<file path="config.mk">
export PLATFORM = sky130hd
export DESIGN_NAME = resv_monitor
export DESIGN_NICKNAME = d
export VERILOG_FILES = /design/src/rtl/resv_monitor.sv
export SDC_FILE = /design/constraint.sdc
export NUM_CORES = 1
export LEC_CHECK = 0
export ABC_CLOCK_PERIOD_IN_PS = 3650
export BUFFER_PORTS_ARGS = -buffer_cell sky130_fd_sc_hd__buf_4
export CORE_AREA = 2 2 205 207
export CTS_CLUSTER_SIZE = 14
export DETAILED_ROUTE_END_ITERATION = 16
export DIE_AREA = 0 0 207 209
export GPL_TIMING_DRIVEN = 0
export PLACE_DENSITY = 0.53
export SLEW_MARGIN = 0
export SYNTH_ARGS = -nofsm -noshare
export SYNTH_HDL_FRONTEND = slang
export SYNTH_SLANG_ARGS = --single-unit
</file>
<file path="constraint.sdc">
create_clock -name clk -period 3.65 [get_ports clk]
set_input_delay 0.365 -clock clk [delete_from_list [all_inputs] [get_ports clk]]
set_output_delay 0.365 -clock clk [all_outputs]
set_load 0.01 [all_outputs]
</file>
<file path="src/rtl/resv_monitor.sv">
module resv_monitor #(
  parameter int NT  = 4,
  parameter int AW  = 32,
  parameter int GB  = 3,
  parameter int WIN = 16
) (
  input  logic            clk,
  input  logic            rst_n,
  input  logic [NT-1:0]   req_valid,
  input  logic [2*NT-1:0] req_op,
  input  logic [NT*AW-1:0] req_addr,
  input  logic            snoop_valid,
  input  logic [AW-1:0]   snoop_addr,
  output logic [NT-1:0]   resp_valid,
  output logic [NT-1:0]   resp_ok
);
  localparam int GW = AW - GB;
  localparam int CW = (WIN < 1) ? 1 : $clog2(WIN + 1);
  localparam logic [1:0] OP_LR = 2'b01, OP_SC = 2'b10, OP_ST = 2'b11;

  logic [NT-1:0] rv, rv_n, pend, pend_n, ok_n;
  logic [GW-1:0] ra [NT];
  logic [GW-1:0] ra_n [NT];
  logic [CW-1:0] cnt [NT];
  logic [CW-1:0] cnt_n [NT];
  logic [GW-1:0] sg;

  assign sg = snoop_addr[AW-1:GB];

  always_comb begin
    logic [GW-1:0] g;
    logic hit;
    g = '0;
    hit = 1'b0;
    rv_n = rv;
    pend_n = pend;
    ok_n = '0;
    for (int i = 0; i < NT; i++) begin
      ra_n[i] = ra[i];
      cnt_n[i] = (cnt[i] != '0) ? cnt[i] - 1'b1 : '0;
      if (cnt[i] == CW'(1) && pend[i]) begin
        rv_n[i] = 1'b0;
        pend_n[i] = 1'b0;
      end
    end
    for (int i = 0; i < NT; i++) begin
      if (req_valid[i]) begin
        g = req_addr[i*AW+GB +: GW];
        hit = rv_n[i] && (ra_n[i] == g);
        case (req_op[2*i +: 2])
          OP_LR: begin
            for (int j = 0; j < NT; j++)
              if (j != i && rv_n[j] && ra_n[j] == g) begin
                rv_n[j] = 1'b0;
                pend_n[j] = 1'b0;
              end
            rv_n[i] = 1'b1;
            ra_n[i] = g;
            cnt_n[i] = CW'(WIN);
            pend_n[i] = 1'b0;
          end
          OP_SC: begin
            ok_n[i] = hit;
            rv_n[i] = 1'b0;
            pend_n[i] = 1'b0;
            if (hit)
              for (int j = 0; j < NT; j++)
                if (j != i && rv_n[j] && ra_n[j] == g) begin
                  rv_n[j] = 1'b0;
                  pend_n[j] = 1'b0;
                end
          end
          OP_ST: begin
            for (int j = 0; j < NT; j++)
              if (j != i && rv_n[j] && ra_n[j] == g) begin
                rv_n[j] = 1'b0;
                pend_n[j] = 1'b0;
              end
          end
          default: ;
        endcase
      end
    end
    if (snoop_valid)
      for (int i = 0; i < NT; i++)
        if (rv_n[i] && ra_n[i] == sg) begin
          if (cnt_n[i] != '0) pend_n[i] = 1'b1;
          else rv_n[i] = 1'b0;
        end
  end

  always_ff @(posedge clk) begin
    if (!rst_n) begin
      rv <= '0;
      pend <= '0;
      resp_valid <= '0;
      resp_ok <= '0;
      for (int i = 0; i < NT; i++) begin
        ra[i] <= '0;
        cnt[i] <= '0;
      end
    end else begin
      rv <= rv_n;
      pend <= pend_n;
      resp_valid <= req_valid;
      resp_ok <= ok_n;
      for (int i = 0; i < NT; i++) begin
        ra[i] <= ra_n[i];
        cnt[i] <= cnt_n[i];
      end
    end
  end

  for (genvar t = 0; t < NT; t++) begin : g_chk
    assert_ok_from_sc_R4: assert property (@(posedge clk) disable iff (!rst_n)
      resp_ok[t] |-> $past(req_valid[t] && req_op[2*t +: 2] == OP_SC));
    assert_ok_had_resv_R4: assert property (@(posedge clk) disable iff (!rst_n)
      resp_ok[t] |-> $past(rv[t] && ra[t] == req_addr[t*AW+GB +: GW]));
    assert_sc_consumes_R5: assert property (@(posedge clk) disable iff (!rst_n)
      (resp_valid[t] && $past(req_op[2*t +: 2] == OP_SC)) |-> !rv[t]);
    assert_lr_opens_window_R8: assert property (@(posedge clk) disable iff (!rst_n)
      $past(req_valid[t] && req_op[2*t +: 2] == OP_LR) |-> cnt[t] == CW'(WIN));
    assert_pend_in_window_R8: assert property (@(posedge clk) disable iff (!rst_n)
      pend[t] |-> cnt[t] != '0);
    assert_snoop_clears_R7: assert property (@(posedge clk) disable iff (!rst_n)
      $past(snoop_valid && !req_valid[t] && rv[t] && cnt[t] == '0 && ra[t] == sg) |-> !rv[t]);
  end
endmodule

</file>
==> reports/qor.csv <==
stage;metric;value;unit
finish;layout cell share with drive strength beyond 1;10.2;%
setup_path;crit path max fanout;10;
run;Max-cap violations;0;
clock_network;H-tree Lvls;4;
grt;first-pass GRT wire length;108000;um
yosys;register area share after synthesis;21.4;%
setup_path;crit start category;primary input;
finish;Final Util;38.5;%
yosys;mapped cell area;14200;um^2
setup_path;slowest CP cell;mux2i_1;
clock_network;Sink Count;152;
grt;GRT Overall Usage;36.5;%
finish;commonest non-fill, non-tap cell in the layout;xnor2_1;
yosys;largest area contributor in the netlist;dfxtp_1;
finish;# diodes;0;
finish;post-route cell area;15900;um^2
clock_network;CTS tree;built;
run_status;failing checks;negative setup slack;
timing;Hold Worst Slack;0.130;ns
timing;fin crit share;101;%
grt;met2 usage;57.6;%
clock_network;clk_lat worst skew;0.51;ns
clock_network;postcts setup bufs;0;
floorplanning;full die area;43300;um^2
floorplanning;# IOs;183;
place;Port Buffers;54;
yosys;Mapped Nets;1913;
clock_network;Hold Buf Count CTS;0;
yosys;synth top area cells;dfxtp_1 21%, xnor2_1 18%, xor2_1 17%;
run_status;status;finished with violations;
grt;busiest grt layer;met2;
timing;crit path time final;3.69;ns
clock_network;Max Buffers Root-to-Sink;2;
timing;Finish-stage setup viols;3;
detailed_routing;drt via density;5.83;
setup_path;Worst path max stage delay;1.08;ns
place;hpwl dp;63400;um
finish;most frequent cells in the layout;298 x xnor2_1, 270 x xor2_1, 153 x nor2_1;
detailed_routing;Initial DRC Count;1521;
floorplanning;Die Ht;209;um
setup_path;CP Cell Sequence;buf_4 -> inv_1 -> ha_1 -> nand2_2 -> buf_2 -> mux2i_1 -> xor2_1 -> nand4_1 -> nor4_1 -> nand3_1 -> o22ai_1 -> o31ai_2;
grt;GRT met1 Usage;44.0;%
detailed_routing;Initial DRT Pass Iterations;6;
worst_hold_path;worst hold path class;in2reg;
floorplanning;core area;41300;um^2
timing;worst rel slew slack;12.5;%
finish;nets@finish;1985;
timing;RSZ-0062 raised after global routing;no;
clock_network;Root Driver;clkbuf_16;
setup_path;data required time of the worst path;4.04;ns
yosys;Mapped Cells;1710;
finish;Non-Filler Instances;2332;
yosys;Synthesis Warnings;0;
floorplanning;Die W;207;um
yosys;number of flops mapped to enable cells by yosys;0;
yosys;Synth cell types;73;
floorplanning;row count;75;
yosys;post-synth top area share;21.4;%
setup_path;Arr. time, crit path;4.09;ns
timing;final setup TNS;-0.0783;ns
yosys;Syn Area/Cell;8.30;um^2
place;placed cell area;15300;um^2
grt;met3 GRT Util;9.51;%
place;GPL Wtd Cong;1.02;
detailed_routing;WL/cell;34.2;um
detailed_routing;drt total wl;79700;um
timing;Max Fclk;271;MHz
power_and_ir_drop;Peak supply drop;0.451;mV
power_and_ir_drop;Tot Pwr;5.84;mW
grt;initial antenna violation count;1;
detailed_routing;drc violations;0;
yosys;ys flop type;dfxtp_1;
finish;Area Growth Syn to Fin;12.1;%
timing;Final Max Tran Viols;0;
floorplanning;Initial Utilization;34.4;%
timing;skew final;0.0135;ns
place;Cells after DPL;2303;
clock_network;CTS buffer count;17;
clock_network;Clock transition at path regs;0.06;ns
finish;fillers;4436;
place;post-placement setup slack;-0.783;ns
detailed_routing;vias post-DR;13600;
grt;total grt overflow;0;
timing;Slew @ Worst Pin;1.28;ns
grt;pin count of the biggest net entering global routing;17;
timing;final setup margin;-0.0420;ns
power_and_ir_drop;Leak Pwr;6.09;nW
power_and_ir_drop;Power Density;367;nW/um^2
timing;number of hold violations in the final report;0;
detailed_routing;post-route ant nets;0;
yosys;ys async rst share;0;%
setup_path;Crit Path Class;in2reg;
setup_path;critical path endpoint category;register;
grt;vias in the first global route;13400;
yosys;#FFs+latches synth;152;
## cells in the mapped netlist (4+ instances only)
master and instances:
a2111oi_0 6, a211oi_1 6, a21oi_1 20, a221oi_1 8
a31o_2 4, a31oi_1 5, and2_1 7, and3_1 7
buf_1 17, buf_2 32, buf_6 12, clkbuf_1 109
dfxtp_1 152, ha_1 28, inv_1 62, mux2i_1 92
mux2i_2 18, mux2i_4 7, nand2_1 48, nand2b_1 7
nand3_1 37, nand4_1 74, nor2_1 153, nor2b_1 4
nor3_1 31, nor4_1 79, o21a_1 6, o21ai_0 16
o221ai_1 9, o22ai_1 15, o2bb2ai_1 4, or3_1 6
or4_1 4, xnor2_1 298, xor2_1 270
## registers in the layout, indices dropped and copies added (netlist names)
| register | flops |
|---|---|
| cnt | 20 |
| pend | 4 |
| ra | 116 |
| resp_ok | 4 |
| resp_valid | 4 |
| rv | 4 |
## routing by layer
layer,up-vias,routed length (um)
met3,259,7110
met5,-,9
met4,2,5790
met1,6622,31300
li1,5903,-
met2,801,35500
## worst paths after layout
path / end / startpoint / cells past startpoint / slack [ns]
min reg2reg: cnt[3][0]$_SDFF_PN0_ / cnt[3][0]$_SDFF_PN0_ / 1 / 0.48
max reg2reg: rv[0]$_SDFF_PN0_ / ra[3][16]$_SDFF_PN0_ / 9 / 0.14
max: pend[0]$_SDFF_PN0_ / req_op[1] / 12 / -0.04
min: resp_valid[2]$_SDFF_PN0_ / req_valid[2] / 2 / 0.13
## final cells by class
cell class	count	area, um^2	area share (%)
clock inverters	11	150	0.944
multi-input cells	1325	10200	64.0
clock buffers	19	443	2.78
well taps	539	674	4.24
plain buffers	170	772	4.85
repair buffers	54	405	2.55
inverters	62	233	1.46
flip-flops and latches	152	3040	19.1
## power by group
| group | internal (mW) | total, mW | switching [mW] |
|---|---|---|---|
| sequential | 1.78 | 1.94 | 0.153 |
| clock | 1.08 | 1.94 | 0.858 |
| combinational | 0.719 | 1.96 | 1.24 |
| total | 3.59 | 5.84 | 2.25 |
## cell families (layout without fill, tap and decap cells)
| logic type | after synthesis | in the layout | synth area share (%) |
|---|---|---|---|
| multiplexers | 118 | 118 | 9.42 |
| AO/OA/AOI/OAI | 136 | 136 | 7.39 |
| adder cells (fa/ha/maj) | 28 | 28 | 2.47 |
| flip-flops | 152 | 152 | 21.4 |
| XOR/XNOR | 568 | 568 | 35.0 |
| buffers and inverters | 233 | 316 | 7.11 |
| AND/OR/NAND/NOR | 475 | 475 | 17.1 |
## repair_timing
item | 4_1_cts | 5_1_grt
pin swaps | 0 | 0
endpoints found under the setup margin | 9 | 6
cloned | 0 | 0
gates resized for setup | 1 | 5
## worst max-delay path, delay by kind of cell
| kind | cells | cell delay (ns) |
|---|---|---|
| mux | 1 | 1.08 |
| simple gates | 4 | 1.34 |
| xor+xnor | 1 | 0.20 |
| fa+ha+maj | 1 | 0.22 |
| compound gates | 2 | 0.32 |
| buf+inv | 3 | 0.53 |
Note: power is estimated with default switching activity, not from simulation.
